<file path="config.mk">
export PLATFORM = sky130hd
export DESIGN_NAME = intc_claim_top
export DESIGN_NICKNAME = d
export VERILOG_FILES = /design/src/rtl/intc_claim_pkg.sv /design/src/rtl/intc_claim_ctrl.sv /design/src/rtl/intc_claim_dp.sv /design/src/rtl/intc_claim_top.sv
export SDC_FILE = /design/constraint.sdc
export NUM_CORES = 1
export LEC_CHECK = 0
export ABC_CLOCK_PERIOD_IN_PS = 46800
export BUFFER_PORTS_ARGS = -buffer_cell sky130_fd_sc_hd__buf_4
export CAP_MARGIN = 40
export CORE_MARGIN = 5
export CORE_UTILIZATION = 30
export CTS_CLUSTER_DIAMETER = 120
export DETAILED_ROUTE_END_ITERATION = 6
export PLACE_DENSITY = 0.52
export SYNTH_ARGS = -nofsm -noshare
export SYNTH_HDL_FRONTEND = slang
export SYNTH_SLANG_ARGS = --single-unit
</file>
<file path="constraint.sdc">
create_clock -name clk -period 46.8 [get_ports clk]
set_clock_uncertainty 0.2 [all_clocks]
set_input_delay 2.34 -clock clk [delete_from_list [all_inputs] [get_ports clk]]
set_output_delay 2.34 -clock clk [all_outputs]
set_load 0.02 [all_outputs]
</file>
<file path="src/rtl/intc_claim_pkg.sv">
package intc_claim_pkg;
  localparam int ADDR_W = 22;

  typedef enum logic [2:0] {
    RD_ZERO, RD_PRIO, RD_PEND, RD_EN, RD_THR, RD_CLAIM
  } rdKind_e;

  typedef struct packed {
    logic    rdEn;
    logic    prioWr;
    logic    enWr;
    logic    thrWr;
    logic    complWr;
    logic    claimRd;
    rdKind_e rdKind;
    logic [9:0] idx;
  } busStrobe_t;
endpackage

</file>
<file path="src/rtl/intc_claim_ctrl.sv">
module intc_claim_ctrl
  import intc_claim_pkg::*;
(
  input  logic              busReq,
  input  logic              busWe,
  input  logic [ADDR_W-1:0] busAddr,
  output busStrobe_t        strb
);
  rdKind_e kind;
  logic wr, rd;

  always_comb begin
    kind = RD_ZERO;
    if (busAddr[1:0] == 2'b00) begin
      if (busAddr[21]) begin
        if (busAddr[20:0] == 21'h0)      kind = RD_THR;
        else if (busAddr[20:0] == 21'h4) kind = RD_CLAIM;
      end else begin
        case (busAddr[20:12])
          9'd0:    kind = RD_PRIO;
          9'd1:    kind = RD_PEND;
          9'd2:    kind = RD_EN;
          default: kind = RD_ZERO;
        endcase
      end
    end
  end

  assign wr = busReq && busWe;
  assign rd = busReq && !busWe;

  always_comb begin
    strb.rdEn    = rd;
    strb.prioWr  = wr && (kind == RD_PRIO);
    strb.enWr    = wr && (kind == RD_EN);
    strb.thrWr   = wr && (kind == RD_THR);
    strb.complWr = wr && (kind == RD_CLAIM);
    strb.claimRd = rd && (kind == RD_CLAIM);
    strb.rdKind  = kind;
    strb.idx     = busAddr[11:2];
  end
endmodule

</file>
<file path="src/rtl/intc_claim_dp.sv">
module intc_claim_dp
  import intc_claim_pkg::*;
#(
  parameter int NUM_SRC = 31,
  parameter int PRIO_W  = 3
) (
  input  logic               clk,
  input  logic               rstN,
  input  busStrobe_t         strb,
  input  logic [31:0]        busWdata,
  input  logic [NUM_SRC:1]   srcIn,
  output logic [31:0]        busRdata,
  output logic               busRvalid,
  output logic               irqOut,
  output logic [NUM_SRC:0]   pendVec,
  output logic [NUM_SRC:0]   servVec
);
  localparam int SRC_CNT   = NUM_SRC + 1;
  localparam int ID_W      = $clog2(SRC_CNT);
  localparam int NUM_WORDS = (SRC_CNT + 31) / 32;
  localparam int FLAT_W    = NUM_WORDS * 32;

  logic [NUM_SRC:0]    enVec;
  logic [PRIO_W-1:0]   prioVec [SRC_CNT];
  logic [PRIO_W-1:0]   thrQ;
  logic [ID_W-1:0]     bestId;
  logic [PRIO_W-1:0]   bestPrio;
  logic [FLAT_W-1:0]   pendFlat, enFlat;
  logic [31:0]         rdNext;

  assign pendVec[0] = 1'b0;
  assign servVec[0] = 1'b0;
  assign enVec[0]   = 1'b0;
  assign prioVec[0] = '0;

  for (genvar i = 1; i < SRC_CNT; i++) begin : g_src
    logic [PRIO_W-1:0] prioR;
    logic pendR, servR, enR;
    logic claimHit, complHit;
    assign claimHit = strb.claimRd && (bestId == ID_W'(i));
    assign complHit = strb.complWr && (busWdata == 32'(i));
    always_ff @(posedge clk or negedge rstN) begin
      if (!rstN) begin
        prioR <= '0;
        pendR <= 1'b0;
        servR <= 1'b0;
        enR   <= 1'b0;
      end else begin
        if (strb.prioWr && strb.idx == 10'(i)) prioR <= busWdata[PRIO_W-1:0];
        if (strb.enWr && strb.idx == 10'(i / 32)) enR <= busWdata[i % 32];
        if (claimHit)      servR <= 1'b1;
        else if (complHit) servR <= 1'b0;
        if (claimHit)                 pendR <= 1'b0;
        else if (srcIn[i] && !servR)  pendR <= 1'b1;
      end
    end
    assign prioVec[i] = prioR;
    assign pendVec[i] = pendR;
    assign servVec[i] = servR;
    assign enVec[i]   = enR;
  end

  always_ff @(posedge clk or negedge rstN) begin
    if (!rstN) thrQ <= '0;
    else if (strb.thrWr) thrQ <= busWdata[PRIO_W-1:0];
  end

  // Ascending scan with strict compare: lowest ID wins ties.
  always_comb begin
    bestId   = '0;
    bestPrio = '0;
    for (int i = 1; i < SRC_CNT; i++) begin
      if (pendVec[i] && enVec[i] && prioVec[i] > thrQ && prioVec[i] > bestPrio) begin
        bestId   = ID_W'(i);
        bestPrio = prioVec[i];
      end
    end
  end

  assign irqOut   = (bestId != '0);
  assign pendFlat = FLAT_W'(pendVec);
  assign enFlat   = FLAT_W'(enVec);

  always_comb begin
    rdNext = '0;
    case (strb.rdKind)
      RD_PRIO:
        for (int i = 0; i < SRC_CNT; i++)
          if (strb.idx == 10'(i)) rdNext = 32'(prioVec[i]);
      RD_PEND:
        for (int w = 0; w < NUM_WORDS; w++)
          if (strb.idx == 10'(w)) rdNext = pendFlat[w*32 +: 32];
      RD_EN:
        for (int w = 0; w < NUM_WORDS; w++)
          if (strb.idx == 10'(w)) rdNext = enFlat[w*32 +: 32];
      RD_THR:   rdNext = 32'(thrQ);
      RD_CLAIM: rdNext = 32'(bestId);
      default:  rdNext = '0;
    endcase
  end

  always_ff @(posedge clk or negedge rstN) begin
    if (!rstN) begin
      busRdata  <= '0;
      busRvalid <= 1'b0;
    end else begin
      busRvalid <= strb.rdEn;
      if (strb.rdEn) busRdata <= rdNext;
    end
  end
endmodule

</file>
<file path="src/rtl/intc_claim_top.sv">
module intc_claim_top
  import intc_claim_pkg::*;
#(
  parameter int NUM_SRC = 31,
  parameter int PRIO_W  = 3
) (
  input  logic              clk,
  input  logic              rstN,
  input  logic              busReq,
  input  logic              busWe,
  input  logic [ADDR_W-1:0] busAddr,
  input  logic [31:0]       busWdata,
  output logic              busReady,
  output logic [31:0]       busRdata,
  output logic              busRvalid,
  input  logic [NUM_SRC:1]  srcIn,
  output logic              irqOut
);
  busStrobe_t strb;
  logic [NUM_SRC:0] pendVec, servVec;

  assign busReady = 1'b1;

  intc_claim_ctrl ctrl_i (
    .busReq (busReq),
    .busWe  (busWe),
    .busAddr(busAddr),
    .strb   (strb)
  );

  intc_claim_dp #(.NUM_SRC(NUM_SRC), .PRIO_W(PRIO_W)) dp_i (
    .clk      (clk),
    .rstN     (rstN),
    .strb     (strb),
    .busWdata (busWdata),
    .srcIn    (srcIn),
    .busRdata (busRdata),
    .busRvalid(busRvalid),
    .irqOut   (irqOut),
    .pendVec  (pendVec),
    .servVec  (servVec)
  );
endmodule

</file>
Word-level counts from Yosys, hierarchy flattened
Index checks and enable logic that the tools add are counted.
Storage, ports and cells
  register bits after elaboration: 222
  output and inout bits: 35
Operators by class
  mux-type cells: 224
  equality and inequality tests: 101
  reduce and logical (&&, ||, !) cells: 324
  order comparisons: 62
Operator list (count)
  $eq A32 B5 Y1 const B: 16
  $eq A32 B4 Y1 const B: 8
  $logic_and A1 B1 Y1: 225
  $mux W3: 69
  $gt A3 B3 Y1: 61
  $eq A10 B5 Y1 const B: 16
  $pmux W32 S5: 1
  $eq A32 B3 Y1 const B: 4
  $mux W1: 125
  $reduce_bool A2 Y1: 62
  $eq A10 B4 Y1 const B: 8
  $eq A5 B5 Y1 const B: 16
  $mux W5: 16
  $eq A32 B2 Y1 const B: 2
  $mux W32: 2
  $eq A10 B3 Y1 const B: 4
  $eq A5 B4 Y1 const B: 8
  $eq A32 B1 Y1 const B: 1
  $logic_not A1 Y1: 32
  $mux W4: 8
  $eq A21 B3 Y1 const B: 1
  $logic_not A21 Y1: 1
  $eq A10 B2 Y1 const B: 2
  $eq A5 B3 Y1 const B: 4
  15 further kinds: 19

Longest topological paths before layout
Gate-level depths: netlist of the first run.
  word-level depth: 97
  gate-level depth with buffers: 238
  gate-level depth less buffers: 233

Hierarchy
From an unflattened synthesis of the first run, not the netlist that was laid out.
Second synthesis, totals
  cells, all modules: 1900
  area total of the unflattened synthesis: 17032.6 sq um
By module, submodules not included
  intc_claim_dp: cells an instance 1861, seq. area each 5555.3 sq um, area an instance 16731.0 sq um, times used 1
  intc_claim_ctrl: cells an instance 37, seq. area each 0.0 sq um, area an instance 290.3 sq um, times used 1
  intc_claim_top: cells an instance 2, seq. area each 0.0 sq um, area an instance 11.3 sq um, times used 1

Worst setup path before layout of the first run
No wires, ideal clock.
  kind: register to output
  start: reg dp_i.thrQ[1]
  end: out irqOut
  cell stages (with the launch flop): 227
  data arrival time: 39.378 ns
  path buffers: 5
  path slack: 4.882 ns
  cells stage by stage: dfrtp_1 inv_1 ha_1 nor2b_1 o311a_1 and2_1 ha_1 nand3_1 nand3_1 nor3_1 mux2_2 ha_1 nand3_1 nand4_1 nor2_1 a221o_1 buf_2 o21ai_0 (+191 left out) buf_2 a21oi_1 ha_1 nor2b_1 o21ai_0 a221oi_1 inv_1 a21o_1 ha_1 nor2b_1 o21ai_0 a221oi_1 inv_1 nand2_1 or2_1 nor3_2 and3_1 nand4_1
Between the ends
  word-level cells in the longest chain between the ends: 95
  elaborated cells on any way between the ends: 185
RTL lines
  from (decl): RTL line intc_claim_dp.sv:25  | logic [PRIO_W-1:0] thrQ;
  from (signal assigned): RTL line intc_claim_dp.sv:65  | else if (strb.thrWr) thrQ <= busWdata[PRIO_W-1:0];
  $gt A3 B3 Y1: RTL line intc_claim_dp.sv:73  | if (pendVec[i] && enVec[i] && prioVec[i] > thrQ && prioVec[i] > bestPrio) begin
  $logic_and A1 B1 Y1 (2 in series): RTL line intc_claim_dp.sv:73
  $mux W3: RTL line intc_claim_dp.sv:73
  $gt A3 B3 Y1: RTL line intc_claim_dp.sv:73
  $logic_and A1 B1 Y1: RTL line intc_claim_dp.sv:73
  $mux W3: RTL line intc_claim_dp.sv:73
  $gt A3 B3 Y1: RTL line intc_claim_dp.sv:73
  $logic_and A1 B1 Y1: RTL line intc_claim_dp.sv:73
  (+78 left out)
  $mux W3: RTL line intc_claim_dp.sv:73
  $gt A3 B3 Y1: RTL line intc_claim_dp.sv:73
  $logic_and A1 B1 Y1: RTL line intc_claim_dp.sv:73
  $mux W3: RTL line intc_claim_dp.sv:73
  $gt A3 B3 Y1: RTL line intc_claim_dp.sv:73
  $logic_and A1 B1 Y1: RTL line intc_claim_dp.sv:73
  $mux W5 (*): RTL line intc_claim_dp.sv:73
  $reduce_bool A5 Y1 (*): RTL line intc_claim_dp.sv:80  | assign irqOut = (bestId != '0);
  to (decl): RTL line intc_claim_top.sv:17  | output logic irqOut
Every way passes the cells marked *; elsewhere a longest branch is shown, timed or not.

Final worst setup path of the first run
  start: reg dp_i.g_src[1].prioR[1]
  end: out irqOut
Between the ends
  word-level cells in the longest chain between the ends: 95
  elaborated cells on any way between the ends: 126
RTL lines
  from (decl): RTL line intc_claim_dp.sv:37  | logic [PRIO_W-1:0] prioR;
  from (signal assigned): RTL line intc_claim_dp.sv:49  | if (strb.prioWr && strb.idx == 10'(i)) prioR <= busWdata[PRIO_W-1:0];
  $gt A3 B3 Y1: RTL line intc_claim_dp.sv:73
  $logic_and A1 B1 Y1 (2 in series): RTL line intc_claim_dp.sv:73
  $mux W3: RTL line intc_claim_dp.sv:73
  $gt A3 B3 Y1: RTL line intc_claim_dp.sv:73
  $logic_and A1 B1 Y1: RTL line intc_claim_dp.sv:73
  $mux W3: RTL line intc_claim_dp.sv:73
  $gt A3 B3 Y1: RTL line intc_claim_dp.sv:73
  $logic_and A1 B1 Y1: RTL line intc_claim_dp.sv:73
  (+78 left out)
  $mux W3: RTL line intc_claim_dp.sv:73
  $gt A3 B3 Y1: RTL line intc_claim_dp.sv:73
  $logic_and A1 B1 Y1: RTL line intc_claim_dp.sv:73
  $mux W3: RTL line intc_claim_dp.sv:73
  $gt A3 B3 Y1: RTL line intc_claim_dp.sv:73
  $logic_and A1 B1 Y1: RTL line intc_claim_dp.sv:73
  $mux W5 (*): RTL line intc_claim_dp.sv:73
  $reduce_bool A5 Y1 (*): RTL line intc_claim_dp.sv:80
Marks and branches as above.

==> results.sh, run 1 <==
export IMPL_outcome="finished clean"
export IMPL_max_vdd_ir_drop_v=0.0000268
export IMPL_drc=0
export IMPL_synth_cell_area_um2=16900
export IMPL_io_buffer_count=122
export IMPL_fillers=5878
export IMPL_vias_per_cell=5.68
export IMPL_antenna_found_initial=1
export IMPL_fin_area_um2=20100
export IMPL_final_antenna_net_count=0
export IMPL_numCtsBuffers=27
export IMPL_drv_slew=0
export IMPL_overflow=0
export IMPL_path_clk_slew_ps=60
export IMPL_die_area_um2=61300
export IMPL_yosys_area_top_type="dfrtp_1"
export IMPL_dp_slack_ps=266
export IMPL_io_pins=124
export IMPL_path_delay_family="simple AND/OR/NAND/NOR gates"
export IMPL_crit_slowest_cell="or4_1"
export IMPL_crit_type="register to primary output"
export IMPL_final_layout_size_suffix_gt1_share_pct=21.9
export IMPL_fin_crit_ps=44290
export IMPL_die_w_um=248
export IMPL_wl_per_cell_um=22.4
export IMPL_setup_violations=0
export IMPL_antenna_cells=0
export IMPL_synth_seq_cells=222
export IMPL_synth_most_common_cell="dfrtp_1"
export IMPL_synth_enable_flop_cells=0
export IMPL_max_stage_delay_ps=560
export IMPL_synth_top_cell_area_share_pct=32.8
export IMPL_syn_nets=2127
export IMPL_path_max_fanout=10
export IMPL_synth_avg_cell_area_um2=8.89
export IMPL_hold_viol_final=0
export IMPL_synthDistinctLibCells=97
export IMPL_critical_path_buf_inv_count=7
export IMPL_syn_to_final_growth_pct=18.5
export IMPL_relSlewSlack_pct=39.8
export IMPL_gp_congestion=0.894
export IMPL_timing_final_crit_share_pct=94.6
export IMPL_htree_levels=1
export IMPL_crit_arrival_ps=41750
export IMPL_nets=2256
export IMPL_coreArea_um2=56200
export IMPL_drv_cap=0
export IMPL_layout_setup_ws_ps=2510
export IMPL_cts_tree="built"
export IMPL_first_iter_violations=1215
export IMPL_clk_latency_ps=570
export IMPL_clockBufferDepth=3
export IMPL_cp_common_cell="nor2_1"
export IMPL_synth_flop_cell="dfrtp_1"
export IMPL_grt_pass1_vias=15800
export IMPL_dr_pass1_iters=5
export IMPL_root_buffer="clkbuf_16"
export IMPL_vias=15900
export IMPL_async_flop_share_pct=100
export IMPL_tightest_slew_ps=900
export IMPL_grt_first_pass_wirelength_mm=95.3
export IMPL_hold_class="register to register"
export IMPL_leakage_nw=8.99
export IMPL_critPathLaunchType="register"
export IMPL_start_util_pct=30.2
export IMPL_yosys_warnings=0
export IMPL_clock_sinks=222
export IMPL_worstPathRequired_ps=44260
export IMPL_routed_wirelength_mm=62.9
export IMPL_postPlaceCellArea_um2=18800
export IMPL_max_clock_freq_mhz=22.6
export IMPL_hold_buffers=0
export IMPL_globalRouteTotalUtil_pct=19.8
export IMPL_yosysSeqAreaShare_pct=32.8
export IMPL_pwr_density_cell_nw_per_um2=21.6
export IMPL_num_rows=87
export IMPL_grt_max_degree=110
export IMPL_endpoint_kind="primary output"
export IMPL_synthTopCellsByArea="dfrtp_1 33%, ha_1 9.8%, mux2_2 9.1%"
export IMPL_ys_top_cells_by_count="222 x dfrtp_1, 214 x nand2_1, 140 x o21ai_0, 137 x mux2_2, 133 x ha_1"
export IMPL_syn_inst=1905
export IMPL_die_h_um=248
export IMPL_rrSetupSlack_ps=4700
export IMPL_place_hpwl_mm=47.2
==> routing by layer <==
metal | track usage (%) | routed length [um] | up-vias
met5 | 0 | 20 | -
met4 | 4.98 | 1840 | 2
met3 | 2.53 | 3810 | 115
met2 | 33.7 | 29800 | 568
met1 | 26.8 | 27500 | 7888
li1 | - | - | 7376
==> worst reg2reg max path: cells and delay by family (launching register included) <==
family / cells / cell delay (ps)
adders and majority gates: 34 / 9600
buffers and inverters: 6 / 600
AOI/OAI and AO/OA: 83 / 15070
and+or+nand+nor: 98 / 13800
DFF: 1 / 450
muxes: 6 / 2190
==> flip-flops by register name, indices dropped and copies added, names as in the netlist <==
signal,flops
dp_i.busRdata,32
dp_i.busRvalid,1
dp_i.g_src.enR,31
dp_i.g_src.pendR,31
dp_i.g_src.prioR,93
dp_i.g_src.servR,31
dp_i.thrQ,3
==> cell type report <==
type,count,area [um^2],area share [%]
inverter,93,349,1.74
multi-input combinational,1525,11100,55.1
tap,756,946,4.71
clock inverter,11,149,0.742
clock buffer,37,743,3.70
sequential,222,5560,27.7
timing repair buffer,165,1270,6.31
==> layout by cell type (no fill, tap or decap), types with 34 or more instances in the layout <==
cell     netlist  routed
a21oi_1      116     110
buf_4          2     158
dfrtp_1      222     221
ha_1         133     133
inv_1         93      92
mux2_2       137     137
mux2i_1       41      41
nand2_1      214     213
nand3_1       80      79
nor2_1       113     105
nor2b_1       40      40
nor3_1        43      34
o21ai_0      140     136
==> report_power, final <==
part | internal (mW) | switching, mW
clock | 0.128 | 0.0905
sequential | 0.192 | 0.0000202
combinational | 0.00766 | 0.0150
total | 0.327 | 0.106
==> final timing paths <==
kind	start	end	cells past startpoint
worst max-delay path	dp_i.g_src[1].prioR[1]	irqOut	227
worst min-delay path	dp_i.busRdata[7]	dp_i.busRdata[7]	2
worst max register to register	dp_i.g_src[1].prioR[1]	dp_i.g_src[24].pendR	227
worst min register to register	dp_i.busRdata[7]	dp_i.busRdata[7]	2
max in group asynchronous	rstN	dp_i.g_src[7].enR	3
min in group asynchronous	rstN	dp_i.g_src[25].enR	1
==> per-stage QoR <==
stage / power, mW / util, % / TNS [ps] / hold WS, ps / instances
floorplan: 0.203 / - / 0 / 271 / 1905
global placement: 0.218 / 33.3 / 0 / 273 / 2735
detailed placement: 0.218 / 33.4 / 0 / 272 / 2743
CTS: 0.436 / 35.1 / 0 / 285 / 2791
global route: 0.445 / 35.7 / -267 / 312 / 2809
finish: 0.433 / 35.7 / 0 / 279 / 2809
==> logic make-up after synthesis <==
kind of cell    after synthesis  share of synthesized area (%)
simple gates                643                           18.7
xor+xnor                      1                         0.0517
compound gates              560                           22.6
flops                       222                           32.8
mux                         182                           12.1
fa+ha+maj                   138                           10.1
other cells                   1                         0.0221
buf+inv                     158                           3.65
==> repair_timing <==
action                                  in CTS  in global routing
setup buffers                                0                 18
endpoints found under the setup margin       1                 68
resized for setup                            3                 56
pin swaps                                    0                 13
(Power assumes the default switching activity.)
==> inputs of run 2 (changes only) <==
- MAX_ROUTING_LAYER: not set -> met4
==> run 2 against run 1 <==
- via count down 0.15%
- count of clock-buffer cells in the layout down 2
- flip-flop and latch count unchanged
- non-clock buffer count up 5
- sequential share of layout area down 0.15 points
- combinational power about the same
- utilization up 0.19 points
- setup slack worse by 55 ps
- largest power group unchanged
==> results.sh, run 2 (synthesis results as in run 1) <==
export IMPL_path_max_fanout=14
export IMPL_relSlewSlack_pct=42.4
export IMPL_overflow=0
export IMPL_htree_levels=1
export IMPL_seqPwrFrac_pct=44.1
export IMPL_coreArea_um2=56200
export IMPL_place_hpwl_mm=46.9
export IMPL_top_regs="dp_i.g_src.prioR: 93 flops, dp_i.busRdata: 32 flops"
export IMPL_routed_wirelength_mm=62.7
export IMPL_path_clk_slew_ps=60
export IMPL_endpoint_kind="primary output"
export IMPL_pwr_density_cell_nw_per_um2=21.6
export IMPL_grt_first_pass_wirelength_mm=94.4
export IMPL_first_iter_violations=1105
export IMPL_mostFrequentLayoutCells="221 x dfrtp_1, 213 x nand2_1, 163 x buf_4, 137 x mux2_2, 134 x o21ai_0"
export IMPL_final_antenna_net_count=0
export IMPL_max_stage_delay_ps=560
export IMPL_layout_setup_ws_ps=2450
export IMPL_outcome="finished clean"
export IMPL_cts_tree="built"
export IMPL_nets=2260
export IMPL_final_layout_size_suffix_gt1_share_pct=22.6
export IMPL_fin_crit_ps=44350
export IMPL_io_buffer_count=122
export IMPL_die_w_um=248
export IMPL_worstPathRequired_ps=44260
export IMPL_vias_per_cell=5.66
export IMPL_grt_max_degree=97
export IMPL_start_util_pct=30.2
export IMPL_clock_sinks=222
export IMPL_max_clock_freq_mhz=22.5
export IMPL_final_cells=2813
export IMPL_rrSetupSlack_ps=4770
export IMPL_totalPowerFinal_uw=435
export IMPL_root_buffer="clkbuf_16"
export IMPL_crit_path_end="irqOut"
export IMPL_timing_rr_end="dp_i.g_src[5].pendR"
export IMPL_clkPwrFrac_pct=50.6
export IMPL_wl_per_cell_um=22.3
export IMPL_largest_register_ffs=93
export IMPL_comb_power_share_pct=5.3
export IMPL_final_common_cell="dfrtp_1"
export IMPL_die_area_um2=61300
export IMPL_num_rows=87
export IMPL_hold_viol_final=0
export IMPL_syn_to_final_growth_pct=19.1
export IMPL_io_pins=124
export IMPL_grt_pass1_vias=15500
export IMPL_tightest_slew_ps=864
export IMPL_timing_final_crit_share_pct=94.8
export IMPL_vias=15900
export IMPL_drv_cap=0
export IMPL_dp_cells=2744
export IMPL_gp_congestion=0.911
export IMPL_reg2reg_from="dp_i.g_src[1].prioR[1]"
export IMPL_worstSetupStartpoint="dp_i.g_src[1].prioR[1]"
export IMPL_crit_slowest_cell="or4_1"
export IMPL_die_h_um=248
export IMPL_r2r_cells=226
export IMPL_globalRouteTotalUtil_pct=20.2
export IMPL_dr_pass1_iters=6
export IMPL_regMostFlops="dp_i.g_src.prioR"
export IMPL_crit_arrival_ps=41810
export IMPL_antenna_found_initial=0
export IMPL_max_vdd_ir_drop_v=0.0000258
export IMPL_drv_slew=0
export IMPL_clockBufferDepth=3
export IMPL_setup_tns_final_ps=0
export IMPL_drc=0
export IMPL_hold_buffers=0
export IMPL_power_switching_uw=102
export IMPL_switching_share_pct=23.5
export IMPL_leakage_nw=9.03
export IMPL_setup_violations=0
export IMPL_hold_class="register to register"
export IMPL_numCtsBuffers=26
export IMPL_crit_type="register to primary output"
export IMPL_intPower_uw=333
export IMPL_clk_latency_ps=570
export IMPL_critPathLaunchType="register"
export IMPL_dp_slack_ps=649
## run 2: cell types whose count changed in the layout (fill, tap and decap cells not counted), moves of 2 or more
cell      previous run  this run
a21oi_1            110       108
clkinv_2             3         5
inv_6                2         0
nor2_1             105       102
clkinv_4             3         0
clkbuf_1             7         3
o21ai_0            136       134
buf_4              158       163
clkbuf_8             3         6
nor2_2               9        12
a21oi_2              6         8
## run 2: how the worst min path moves through the flow
| stage | from | endpoint | slack (ps) | cells past startpoint |
|---|---|---|---|---|
| after global routing | dp_i.busRdata[31] | dp_i.busRdata[31] | 330 | 2 |
| after CTS | dp_i.busRdata[10] | dp_i.busRdata[10] | 290 | 2 |
| after floorplan | dp_i.g_src[31].servR | dp_i.g_src[31].servR | 270 | 2 |
| after global placement | dp_i.busRdata[15] | dp_i.busRdata[15] | 270 | 2 |
| final | dp_i.busRdata[10] | dp_i.busRdata[10] | 280 | 2 |
| after detailed placement | dp_i.busRdata[9] | dp_i.busRdata[9] | 280 | 2 |
## run 2: area by class of cell
cell class                 count  area (um^2)
tap                          756          946
sequential                   222         5560
inverter                      93          349
timing repair buffer         170         1320
antenna                        1         2.50
multi-input combinational   1525        11100
clock buffer                  35          744
clock inverter                11          169
fill                        5812        36000
## run 2: stage by stage
step                utilization, %  hold WS (ps)  instance area [um^2]
global placement              33.3           270                 18700
detailed placement            33.5           276                 18800
floorplan                        -           271                 16900
global route                  35.9           327                 20200
CTS                           35.1           291                 19700
finish                        35.9           282                 20200
## run 2: worst max-delay path: cells and delay by family (launching register included)
family | cells | cell delay [ps]
multiplexers | 6 | 2180
AND/OR/NAND/NOR | 95 | 13960
AO/OA/AOI/OAI | 81 | 13560
adder cells (fa/ha/maj) | 34 | 9840
buffers and inverters | 10 | 1190
flip-flops | 1 | 450
## run 2: power by group through the flow
stage	combinational (mW)	clock, mW	sequential (mW)
5_1_grt	0.0249	0.232	0.192
3_5_place_dp	0.0232	0	0.196
6_report	0.0230	0.220	0.192
2_1_floorplan	0.00717	0	0.196
4_1_cts	0.0233	0.225	0.192
3_3_place_gp	0.0229	0	0.196
## run 2: routing by layer
| metal | up-vias | wire length, um | GRT usage [%] |
|---|---|---|---|
| met2 | 501 | 29400 | 32.6 |
| met5 | - | 0 | - |
| met3 | 105 | 3010 | 2.08 |
| met1 | 7915 | 28500 | 27.5 |
| li1 | 7404 | - | - |
| met4 | 0 | 1850 | 4.94 |
## run 2: what timing repair did
item	CTS	global route
buffers inserted	0	22
endpoints found under the setup margin	1	68
gates resized for setup	2	68
pin swaps	0	20
